--- src/rtl/scf_pkg.sv ---
package scf_pkg;

   localparam int unsigned DEF_STRIPS   = 16;
   localparam int unsigned DEF_CHG_W    = 8;
   localparam int unsigned DEF_FRAC_W   = 4;
   localparam int unsigned DEF_PITCH_UM = 3500;

   // Smallest number of bits that can hold the value v (at least one).
   function automatic int unsigned bits_for(input int unsigned v);
      int unsigned b;
      b = 1;
      while ((b < 32) && ((v >> b) != 0)) b++;
      return b;
   endfunction

endpackage

--- src/rtl/scf_peak_search.sv ---
module scf_peak_search #(
   parameter int unsigned N_STRIPS = 16,
   parameter int unsigned CHG_W    = 8,
   parameter int unsigned ADDR_W   = 4
) (
   input  logic                      clk,
   input  logic                      rst_n,
   input  logic                      in_valid,
   input  logic [N_STRIPS*CHG_W-1:0] in_charges,
   output logic                      pk_valid,
   output logic [ADDR_W-1:0]         pk_addr,
   output logic [CHG_W-1:0]          pk_q_lo,
   output logic [CHG_W-1:0]          pk_q_mid,
   output logic [CHG_W-1:0]          pk_q_hi
);

   localparam logic [ADDR_W-1:0] LAST_ADDR = ADDR_W'(N_STRIPS - 1);

   logic [CHG_W-1:0]  ch      [N_STRIPS];
   logic [CHG_W-1:0]  tree_q  [N_STRIPS];
   logic [ADDR_W-1:0] tree_a  [N_STRIPS];
   logic [ADDR_W-1:0] win_a;
   logic [CHG_W-1:0]  nb_lo, nb_hi;

   genvar gi;
   generate
      for (gi = 0; gi < N_STRIPS; gi++) begin : g_unpack
         assign ch[gi] = in_charges[gi*CHG_W +: CHG_W];
      end
   endgenerate

   // Pairwise tournament; the lower-address entrant keeps its place on a tie.
   always_comb begin
      for (int i = 0; i < N_STRIPS; i++) begin
         tree_q[i] = ch[i];
         tree_a[i] = ADDR_W'(i);
      end
      for (int s = 1; s < N_STRIPS; s = s * 2) begin
         for (int i = 0; i + s < N_STRIPS; i = i + 2 * s) begin
            if (tree_q[i+s] > tree_q[i]) begin
               tree_q[i] = tree_q[i+s];
               tree_a[i] = tree_a[i+s];
            end
         end
      end
   end

   assign win_a = tree_a[0];
   assign nb_lo = (win_a == '0)        ? '0 : ch[win_a - 1'b1];
   assign nb_hi = (win_a == LAST_ADDR) ? '0 : ch[win_a + 1'b1];

   always_ff @(posedge clk) begin
      if (!rst_n) begin
         pk_valid <= 1'b0;
         pk_addr  <= '0;
         pk_q_lo  <= '0;
         pk_q_mid <= '0;
         pk_q_hi  <= '0;
      end else begin
         pk_valid <= in_valid;
         pk_addr  <= win_a;
         pk_q_lo  <= nb_lo;
         pk_q_mid <= tree_q[0];
         pk_q_hi  <= nb_hi;
      end
   end

endmodule

--- src/rtl/scf_cluster_sum.sv ---
module scf_cluster_sum #(
   parameter int unsigned CHG_W  = 8,
   parameter int unsigned ADDR_W = 4,
   parameter int unsigned DEN_W  = 10,
   parameter int unsigned DVD_W  = 14
) (
   input  logic [ADDR_W-1:0] addr,
   input  logic [CHG_W-1:0]  q_lo,
   input  logic [CHG_W-1:0]  q_mid,
   input  logic [CHG_W-1:0]  q_hi,
   output logic [DVD_W-1:0]  dividend,
   output logic [DEN_W-1:0]  divisor
);

   logic [DVD_W-1:0] a_mid, a_lo, a_hi;

   // Edge neighbours arrive as zero charge, so a wrapped address weight is harmless.
   assign a_mid = DVD_W'(addr);
   assign a_lo  = a_mid - 1'b1;
   assign a_hi  = a_mid + 1'b1;

   assign divisor  = DEN_W'(q_lo) + DEN_W'(q_mid) + DEN_W'(q_hi);
   assign dividend = a_lo * DVD_W'(q_lo) + a_mid * DVD_W'(q_mid) + a_hi * DVD_W'(q_hi);

endmodule

--- src/rtl/scf_restoring_div.sv ---
module scf_restoring_div #(
   parameter int unsigned NUM_W = 18,
   parameter int unsigned DEN_W = 10,
   parameter int unsigned Q_W   = 8
) (
   input  logic             clk,
   input  logic             rst_n,
   input  logic             ld_valid,
   input  logic [NUM_W-1:0] ld_num,
   input  logic [DEN_W-1:0] ld_den,
   output logic             quo_valid,
   output logic [Q_W-1:0]   quo
);

   // Caller guarantees num < den * 2**Q_W, so the top slice of the
   // numerator is already a valid partial remainder.
   logic [Q_W:0]     v_q;
   logic [DEN_W-1:0] rem_q  [Q_W+1];
   logic [DEN_W-1:0] den_q  [Q_W+1];
   logic [Q_W-1:0]   low_q  [Q_W+1];
   logic [Q_W-1:0]   quo_q  [Q_W+1];
   logic [DEN_W:0]   trial  [Q_W];
   logic [DEN_W-1:0] rem_nx [Q_W];
   logic             bit_nx [Q_W];

   always_comb begin
      for (int k = 0; k < Q_W; k++) begin
         trial[k] = {rem_q[k], low_q[k][Q_W-1-k]};
         if (trial[k] >= {1'b0, den_q[k]}) begin
            bit_nx[k] = 1'b1;
            rem_nx[k] = DEN_W'(trial[k] - {1'b0, den_q[k]});
         end else begin
            bit_nx[k] = 1'b0;
            rem_nx[k] = trial[k][DEN_W-1:0];
         end
      end
   end

   always_ff @(posedge clk) begin
      if (!rst_n) begin
         v_q <= '0;
         for (int k = 0; k <= Q_W; k++) begin
            rem_q[k] <= '0;
            den_q[k] <= '0;
            low_q[k] <= '0;
            quo_q[k] <= '0;
         end
      end else begin
         v_q[0]   <= ld_valid;
         rem_q[0] <= DEN_W'(ld_num >> Q_W);
         den_q[0] <= ld_den;
         low_q[0] <= ld_num[Q_W-1:0];
         quo_q[0] <= '0;
         for (int k = 0; k < Q_W; k++) begin
            v_q[k+1]   <= v_q[k];
            rem_q[k+1] <= rem_nx[k];
            den_q[k+1] <= den_q[k];
            low_q[k+1] <= low_q[k];
            quo_q[k+1] <= {quo_q[k][Q_W-2:0], bit_nx[k]};
         end
      end
   end

   assign quo_valid = v_q[Q_W];
   assign quo       = quo_q[Q_W];

endmodule

--- src/rtl/scf_delay_line.sv ---
module scf_delay_line #(
   parameter int unsigned W     = 4,
   parameter int unsigned DEPTH = 10
) (
   input  logic         clk,
   input  logic         rst_n,
   input  logic [W-1:0] d,
   output logic [W-1:0] q
);

   generate
      if (DEPTH == 0) begin : g_wire
         assign q = d;
      end else begin : g_pipe
         logic [W-1:0] sr [DEPTH];
         always_ff @(posedge clk) begin
            if (!rst_n) begin
               for (int k = 0; k < DEPTH; k++) sr[k] <= '0;
            end else begin
               sr[0] <= d;
               for (int k = 1; k < DEPTH; k++) sr[k] <= sr[k-1];
            end
         end
         assign q = sr[DEPTH-1];
      end
   endgenerate

endmodule

--- src/rtl/strip_centroid_finder.sv ---
module strip_centroid_finder #(
   parameter int unsigned N_STRIPS = scf_pkg::DEF_STRIPS,
   parameter int unsigned CHG_W    = scf_pkg::DEF_CHG_W,
   parameter int unsigned FRAC_W   = scf_pkg::DEF_FRAC_W,
   parameter int unsigned PITCH_UM = scf_pkg::DEF_PITCH_UM,
   localparam int unsigned ADDR_W  = $clog2(N_STRIPS),
   localparam int unsigned Q_W     = ADDR_W + FRAC_W,
   localparam int unsigned POS_W   = scf_pkg::bits_for((N_STRIPS - 1) * PITCH_UM)
) (
   input  logic                      clk,
   input  logic                      rst_n,
   input  logic                      in_valid,
   input  logic [N_STRIPS*CHG_W-1:0] in_charges,
   output logic                      out_valid,
   output logic [ADDR_W-1:0]         out_peak_addr,
   output logic [Q_W-1:0]            out_centroid,
   output logic [POS_W-1:0]          out_pos_um
);

   localparam int unsigned Q_MAX   = (1 << CHG_W) - 1;
   localparam int unsigned DEN_W   = scf_pkg::bits_for(3 * Q_MAX);
   localparam int unsigned DVD_W   = scf_pkg::bits_for(3 * (N_STRIPS - 1) * Q_MAX);
   localparam int unsigned NUM_W   = DVD_W + FRAC_W;
   localparam int unsigned PITCH_W = scf_pkg::bits_for(PITCH_UM);
   localparam int unsigned PROD_W  = Q_W + PITCH_W;
   localparam int unsigned ADDR_DLY = Q_W + 2;
   localparam int unsigned LAT     = Q_W + 3;

   initial begin
      assert (N_STRIPS >= 4 && (1 << ADDR_W) == N_STRIPS)
         else $error("strip count must be a power of two, at least 4");
      assert (CHG_W >= 1 && CHG_W <= 16) else $error("charge width out of range");
      assert (FRAC_W >= 1 && FRAC_W <= 12) else $error("fraction width out of range");
      assert (PITCH_UM >= 1) else $error("pitch must be positive");
      assert (LAT == ADDR_DLY + 1) else $error("address delay misaligned");
   end

   logic              pk_valid;
   logic [ADDR_W-1:0] pk_addr;
   logic [CHG_W-1:0]  pk_q_lo, pk_q_mid, pk_q_hi;
   logic [DVD_W-1:0]  dividend;
   logic [DEN_W-1:0]  divisor;
   logic              quo_valid;
   logic [Q_W-1:0]    quo;
   logic [ADDR_W-1:0] addr_dly;
   logic [PROD_W-1:0] prod;

   scf_peak_search #(.N_STRIPS(N_STRIPS), .CHG_W(CHG_W), .ADDR_W(ADDR_W)) u_peak (
      .clk        (clk),
      .rst_n      (rst_n),
      .in_valid   (in_valid),
      .in_charges (in_charges),
      .pk_valid   (pk_valid),
      .pk_addr    (pk_addr),
      .pk_q_lo    (pk_q_lo),
      .pk_q_mid   (pk_q_mid),
      .pk_q_hi    (pk_q_hi)
   );

   scf_cluster_sum #(.CHG_W(CHG_W), .ADDR_W(ADDR_W), .DEN_W(DEN_W), .DVD_W(DVD_W)) u_sum (
      .addr     (pk_addr),
      .q_lo     (pk_q_lo),
      .q_mid    (pk_q_mid),
      .q_hi     (pk_q_hi),
      .dividend (dividend),
      .divisor  (divisor)
   );

   scf_restoring_div #(.NUM_W(NUM_W), .DEN_W(DEN_W), .Q_W(Q_W)) u_div (
      .clk       (clk),
      .rst_n     (rst_n),
      .ld_valid  (pk_valid && (divisor != '0)),
      .ld_num    (NUM_W'(dividend) << FRAC_W),
      .ld_den    (divisor),
      .quo_valid (quo_valid),
      .quo       (quo)
   );

   scf_delay_line #(.W(ADDR_W), .DEPTH(ADDR_DLY)) u_addr_dly (
      .clk   (clk),
      .rst_n (rst_n),
      .d     (pk_addr),
      .q     (addr_dly)
   );

   assign prod = PROD_W'(quo) * PROD_W'(PITCH_UM);

   always_ff @(posedge clk) begin
      if (!rst_n) begin
         out_valid    <= 1'b0;
         out_centroid <= '0;
         out_pos_um   <= '0;
      end else begin
         out_valid    <= quo_valid;
         out_centroid <= quo;
         out_pos_um   <= POS_W'(prod >> FRAC_W);
      end
   end

   assign out_peak_addr = addr_dly;

endmodule

--- config.mk ---
export PLATFORM = sky130hd
export DESIGN_NAME = strip_centroid_finder
export DESIGN_NICKNAME = d
export VERILOG_FILES = /design/src/rtl/scf_pkg.sv /design/src/rtl/scf_peak_search.sv /design/src/rtl/scf_cluster_sum.sv /design/src/rtl/scf_restoring_div.sv /design/src/rtl/scf_delay_line.sv /design/src/rtl/strip_centroid_finder.sv
export SDC_FILE = /design/constraint.sdc
export NUM_CORES = 1
export LEC_CHECK = 0
export BUFFER_PORTS_ARGS = -buffer_cell sky130_fd_sc_hd__buf_2
export CORE_ASPECT_RATIO = 1.4
export CORE_UTILIZATION = 50
export CTS_BUF_LIST = sky130_fd_sc_hd__clkbuf_4 sky130_fd_sc_hd__clkbuf_8
export CTS_CLUSTER_DIAMETER = 40
export DETAILED_ROUTE_END_ITERATION = 8
export HOLD_SLACK_MARGIN = 0.02
export MAX_ROUTING_LAYER = met4
export PLACE_DENSITY_LB_ADDON = 0.1
export REMOVE_ABC_BUFFERS = 1
export SLEW_MARGIN = 20
export SYNTH_ARGS = -nofsm -noshare
export SYNTH_HDL_FRONTEND = slang
export SYNTH_HIERARCHICAL = 1
export SYNTH_SLANG_ARGS = --single-unit
--- constraint.sdc ---
create_clock -name clk -period 21.4 [get_ports clk]
set_input_delay 2.14 -clock clk [delete_from_list [all_inputs] [get_ports clk]]
set_output_delay 2.14 -clock clk [all_outputs]
set_load 0.05 [all_outputs]
==> results of run 1 <==
-- cell type report --
| class | count | area share [%] |
|---|---|---|
| repair buffers | 174 | 3.249 |
| diodes | 2 | 0.01778 |
| multi-input cells | 1987 | 61.24 |
| clock buffers | 78 | 3.502 |
| flip-flops and latches | 335 | 23.82 |
| clock inverters | 19 | 0.7422 |
| inverters | 341 | 4.569 |
| well taps | 643 | 2.858 |
-- cells in the mapped netlist (all sizes together), types with 47 or more instances --
cell,n
fa,120
xnor2,64
dfxtp,335
mux2i,202
and2,222
nand2,132
a21oi,154
o21ai,70
ha,313
inv,340
clkbuf,47
nor2,201
-- through the flow --
| step | worst slack [ps] | hold slack [ps] |
|---|---|---|
| finish | 9869 | 419.2 |
| global route | 9364 | 435.9 |
| CTS | 10000 | 419.4 |
| detailed placement | 9329 | 409.7 |
| global placement | 9539 | 409.5 |
| floorplan | 6388 | 405.7 |
-- registers in the layout, summed over array words and instances, names as in the netlist --
name / count
u_peak/pk_valid: 1
u_peak/pk_q_lo: 8
u_div/v_q: 9
u_peak/pk_q_mid: 8
out_valid: 1
u_div/quo_q: 36
u_peak/pk_addr: 4
u_peak/pk_q_hi: 8
u_div/rem_q: 80
out_centroid: 8
out_pos_um: 16
u_div/den_q: 80
u_addr_dly/g_pipe.sr: 40
u_div/low_q: 36
-- logic make-up (layout without fill, tap and decap cells) --
logic type / Yosys count / after routing / share of synthesized area [%]
simple gates: 757 / 757 / 15.42
compound gates: 449 / 449 / 12.14
fa+ha+maj: 433 / 433 / 24.61
other cells: 2 / 7 / 0.02925
mux: 260 / 260 / 11.89
xor+xnor: 83 / 83 / 2.905
flops: 335 / 335 / 26.12
buf+inv: 429 / 612 / 6.887
-- worst max path at each step --
stage,cells past startpoint,startpoint,end,slack [ps]
floorplan,34,in_charges[113],u_peak/pk_q_lo[0]$_SDFF_PP0_,6390
global placement,35,in_charges[55],u_peak/pk_q_lo[3]$_SDFF_PP0_,9540
detailed placement,36,in_charges[1],u_peak/pk_q_lo[4]$_SDFF_PP0_,9330
CTS,36,in_charges[1],u_peak/pk_q_lo[4]$_SDFF_PP0_,10000
global route,38,in_charges[97],u_peak/pk_q_lo[1]$_SDFF_PP0_,9360
finish,38,in_charges[97],u_peak/pk_q_lo[4]$_SDFF_PP0_,9870
-- per-layer routing --
metal	up-vias	share of wire, %	GRT usage (%)
li1	9678	-	-
met4	0	5.8	14.63
met1	9505	38	27.52
met5	-	0	-
met2	484	52	48.72
met3	185	3.5	3.297
==> metrics.md, run 1 <==
| Metric | Value |
|---|---|
| Crit Path Category | `in -> reg` |
| CTS buffer count | `55` |
| # resized after CTS | `0` |
| H-tree levels | `2` |
| Detailed Routing Iterations Pass 1 | `9` |
| Sequential cell area | `6706 sq um` |
| Most frequent standard cell in the layout excluding fill and tap cells | `inv_1` |
| CP bufs+invs | `6` |
| R2r setup slk | `14,850 ps` |
| Share of layout cells above drive strength 1 | `14.49%` |
| Post-CTS Setup Repair Bufs | `0` |
| Synth area leaders | `dfxtp_1 (26%), ha_1 (15%), fa_1 (9.4%)` |
| Fin Clk Skew | `46.22 ps` |
| Final Util | `55.90%` |
| Routed wire length | `67,350 microns` |
| Final setup fails | `0` |
| Worst hold endpoint | `u_addr_dly/g_pipe.sr[0][6]$_SDFF_PN0_` |
| CTS tree | `built` |
| Largest net degree at the start of global routing | `88` |
| Max_cap viols | `0` |
| GPL Wtd Cong | `1.018` |
| Area Overhead vs Synth | `9.670%` |
| Failing checks | `design-rule violations` |
| Worst path max stage delay | `810 ps` |
| Fmax | `86.72 MHz` |
| Syn Inst Count | `2,748` |
| Critical R2R Launch | `u_peak/pk_addr[0]$_SDFF_PN0_` |
| Min-delay src | `u_addr_dly/g_pipe.sr[0][2]$_SDFF_PN0_` |
| Slew headroom | `24.93%` |
| Hpwl dp | `54,200 microns` |
| Number of synthesized flops with an enable pin | `0` |
| Row count | `97` |
| Filler Cells Inserted | `4,700` |
| Dominant synthesized flop cell | `dfxtp_1` |
| Crit start category | `primary input` |
| Hold-fix buffers at CTS | `0` |
| Yosys reg bits | `335` |
| Period utilization | `53.88%` |
| Initial antenna violation count | `2` |
| Root Buffer | `clkbuf_8` |
| Full die area | `52,260 sq um` |
| Crit path max fanout | `64` |
| Yosys warns | `6` |
| DRC | `3` |
| Clock Latency Late Sink | `660 ps` |
| Final ANT Viol Nets | `0` |
| Cell taking the most area after synthesis | `dfxtp_1` |
| Sink Count | `335` |
| Hold path depth | `1` |
| Tightest Pin Transition | `1126 ps` |
| Area post-placement | `26,950 sq um` |
| Ys async rst share | `0%` |
| Final std cells w/o fill | `3,579` |
| Layout net count | `3,458` |
| Vias in the first global route | `20,690` |
| Post-Syn Area per Cell | `9.342 sq um` |
| Status | `finished with violations` |
| Via Count | `19,850` |
| Design area | `28,150 sq um` |
| Final setup TNS | `0 ps` |
| Max Slew Vio Count | `0` |
| Hold Violations, Final | `0` |
| Clock transition at path regs | `60 ps` |
| First-pass GRT wire length | `107,800 microns` |
| Initial cell density of the core | `50.97%` |
| Core area | `50,370 sq um` |
| Post-synth cell types | `81` |
| Hold Crit Class | `reg -> reg` |
| Worst reg2reg path depth | `21` |
| Area of the multi-input gates | `17,240 sq um` |
| Crit-path slowest cell | `buf_4` |
| Vias per Instance | `5.547` |
| Die width | `193.5 microns` |
| DR iter-0 viols | `812` |
| Die Height | `270.1 microns` |
| Share of the synthesized area in the top cell type | `26.12%` |
| CP delay by family, top | `compound AO/OA/AOI/OAI gates` |
| Port Buf Inserts | `159` |
| Fin crit period | `11,530 ps` |
| Syn Std Cell Area | `25,670 sq um` |
| CP Capture Type | `register` |
| CTS max path bufs | `3` |
| Sequential share of the synthesized area | `26.12%` |
| Gr usage total | `26.63%` |
| Wirelength per Cell | `18.82 microns` |
| Required @ worst endpoint | `21,950 ps` |
| Most frequent cells in the layout | `inv_1 (338), dfxtp_1 (335), ha_1 (312), nor2_1 (201), mux2i_1 (200)` |
| Total global routing overflow | `0` |
| # IOs | `160` |
| Critical Path AT | `12,090 ps` |
| Placed instance count | `3,480` |
| RSZ-0062 raised after global routing | `false` |
| Worst R2R End | `u_div/rem_q[0][6]$_SDFF_PN0_` |
Power of run 1 is not shown: default switching activity piles up to over one toggle a cycle in this logic, so the estimate is an artifact.
==> run 2, diff against run 1 <==
Clock period 21.4 ns to 10 ns, I/O delays scaled along.
==> run 2 against run 1 <==
Net effect:
- flip-flop and latch count stayed put
- non-clock buffer count up 10
- the flow still finishes with violations (design-rule violations)
- core utilization rose by 0.39 points
- global-route usage rose by 0.36 points
- die area stayed put
- critical path depth down 4
- register-to-register slack worse by 11000 ps
- highest routed layer unchanged
- critical path type unchanged
- final area rose by 0.70%
- wire length rose by 2.5%
- first-iteration DRC count rose by 10%
==> metrics.md, run 2 (synthesis gave the netlist of run 1 again) <==
| Metric | Value |
|---|---|
| Fin Clk Skew | `32.17 ps` |
| Layout net count | `3,469` |
| Clock transition at path regs | `60 ps` |
| Gr usage total | `26.98%` |
| Critical R2R Launch | `u_peak/pk_addr[1]$_SDFF_PN0_` |
| Wirelength per Cell | `19.20 microns` |
| Worst path max stage delay | `810 ps` |
| Full die area | `52,260 sq um` |
| Slew headroom | `36.58%` |
| Critical Path AT | `9380 ps` |
| Final setup fails | `0` |
| Port Buf Inserts | `159` |
| Core area | `50,370 sq um` |
| Crit-path slowest cell | `ha_2` |
| # resized after CTS | `0` |
| Crit Path Category | `in -> reg` |
| Final std cells w/o fill | `3,596` |
| Vias in the first global route | `20,630` |
| Fmax | `112.7 MHz` |
| Hold path depth | `1` |
| Routed wire length | `69,030 microns` |
| Min-delay src | `u_div/low_q[0][40]$_SDFF_PN0_` |
| # IOs | `160` |
| Tightest Pin Transition | `951.3 ps` |
| Hpwl dp | `56,000 microns` |
| GPL Wtd Cong | `0.9961` |
| Hold Crit Class | `reg -> reg` |
| Area Overhead vs Synth | `10.44%` |
| Period utilization | `88.69%` |
| RSZ-0062 raised after global routing | `false` |
| Initial cell density of the core | `50.97%` |
| Max Slew Vio Count | `0` |
| Vias per Instance | `5.557` |
| Worst reg2reg path depth | `19` |
| Clock Latency Late Sink | `620 ps` |
| Hold-fix buffers at CTS | `0` |
| Placed instance count | `3,490` |
| Root Buffer | `clkbuf_8` |
| Hold Violations, Final | `0` |
| Share of layout cells above drive strength 1 | `14.94%` |
| Die Height | `270.1 microns` |
| DR iter-0 viols | `895` |
| Status | `finished with violations` |
| Row count | `97` |
| H-tree levels | `2` |
| Failing checks | `design-rule violations` |
| Worst hold endpoint | `u_div/low_q[0][48]$_SDFF_PN0_` |
| Total global routing overflow | `0` |
| CTS buffer count | `56` |
| Most frequent cells in the layout | `inv_1 (338), dfxtp_1 (335), ha_1 (312), nor2_1 (201), mux2i_1 (200)` |
| R2r setup slk | `3470 ps` |
| Worst R2R End | `u_div/rem_q[0][6]$_SDFF_PN0_` |
| Sink Count | `335` |
| Final setup TNS | `0 ps` |
| Largest net degree at the start of global routing | `103` |
| Final ANT Viol Nets | `0` |
| CTS tree | `built` |
| Required @ worst endpoint | `10,510 ps` |
| Max_cap viols | `0` |
| Crit start category | `primary input` |
| Post-CTS Setup Repair Bufs | `0` |
| Most frequent standard cell in the layout excluding fill and tap cells | `inv_1` |
| CTS max path bufs | `3` |
| Largest regs | `u_div/den_q: 80 flops, u_div/rem_q: 80 flops, u_addr_dly/g_pipe.sr: 40 flops` |
| CP Capture Type | `register` |
| Crit path max fanout | `24` |
| Via Count | `19,980` |
| First-pass GRT wire length | `108,200 microns` |
| Detailed Routing Iterations Pass 1 | `7` |
| Fin crit period | `8869 ps` |
| Die width | `193.5 microns` |
| Initial antenna violation count | `1` |
| DRC | `3` |
==> run 2: worst max-delay path by stage <==
| stage | start | endpoint |
|---|---|---|
| 2_1_floorplan | in_charges[113] | u_peak/pk_q_lo[0]$_SDFF_PP0_ |
| 6_report | in_charges[118] | u_peak/pk_q_hi[3]$_SDFF_PP0_ |
| 5_1_grt | in_charges[65] | u_peak/pk_q_hi[3]$_SDFF_PP0_ |
| 3_3_place_gp | in_charges[53] | u_peak/pk_q_hi[3]$_SDFF_PP0_ |
| 4_1_cts | in_charges[118] | u_peak/pk_q_hi[3]$_SDFF_PP0_ |
| 3_5_place_dp | in_charges[118] | u_peak/pk_q_hi[3]$_SDFF_PP0_ |
==> run 2: routing by layer <==
| metal | GRT usage (%) | routed length, microns | vias to the layer above | part of all wire, % |
|---|---|---|---|---|
| met5 | - | 0 | - | 0 |
| met4 | 16.19 | 4456 | 0 | 6.5 |
| met3 | 2.622 | 2521 | 192 | 3.7 |
| met2 | 50.14 | 36370 | 546 | 53 |
| met1 | 27.19 | 25690 | 9550 | 37 |
| li1 | - | - | 9694 | - |
==> run 2: cell type report <==
cell class / instances / area, sq um
Timing Repair Buffer: 184 / 1002
Clock inverter: 23 / 235.2
Inverter: 341 / 1286
Clock buffer: 82 / 1085
Antenna cell: 1 / 2.502
Sequential cell: 335 / 6706
Fill cell: 4653 / 22020
Tap cell: 643 / 804.5
Multi-Input combinational cell: 1987 / 17230
==> run 2: critical path, delay by kind of cell <==
family | cells | cell delay, ps
compound gates | 15 | 3110
fa+ha+maj | 5 | 2070
buf+inv | 6 | 1320
mux | 3 | 1190
simple gates | 5 | 660
==> run 2: per-stage QoR <==
stage	utilization, %	setup WS (ps)	cell area (sq um)	hold WS [ps]
after floorplan	-	-3872	25200	405.7
after global placement	53.66	823.2	27030	413.3
after detailed placement	53.66	594.4	27030	416.9
after CTS	56.28	1233	28350	431.0
after global routing	56.29	647.9	28350	438.2
final	56.29	1131	28350	406.2
Power of run 2 is left out for the same reason.
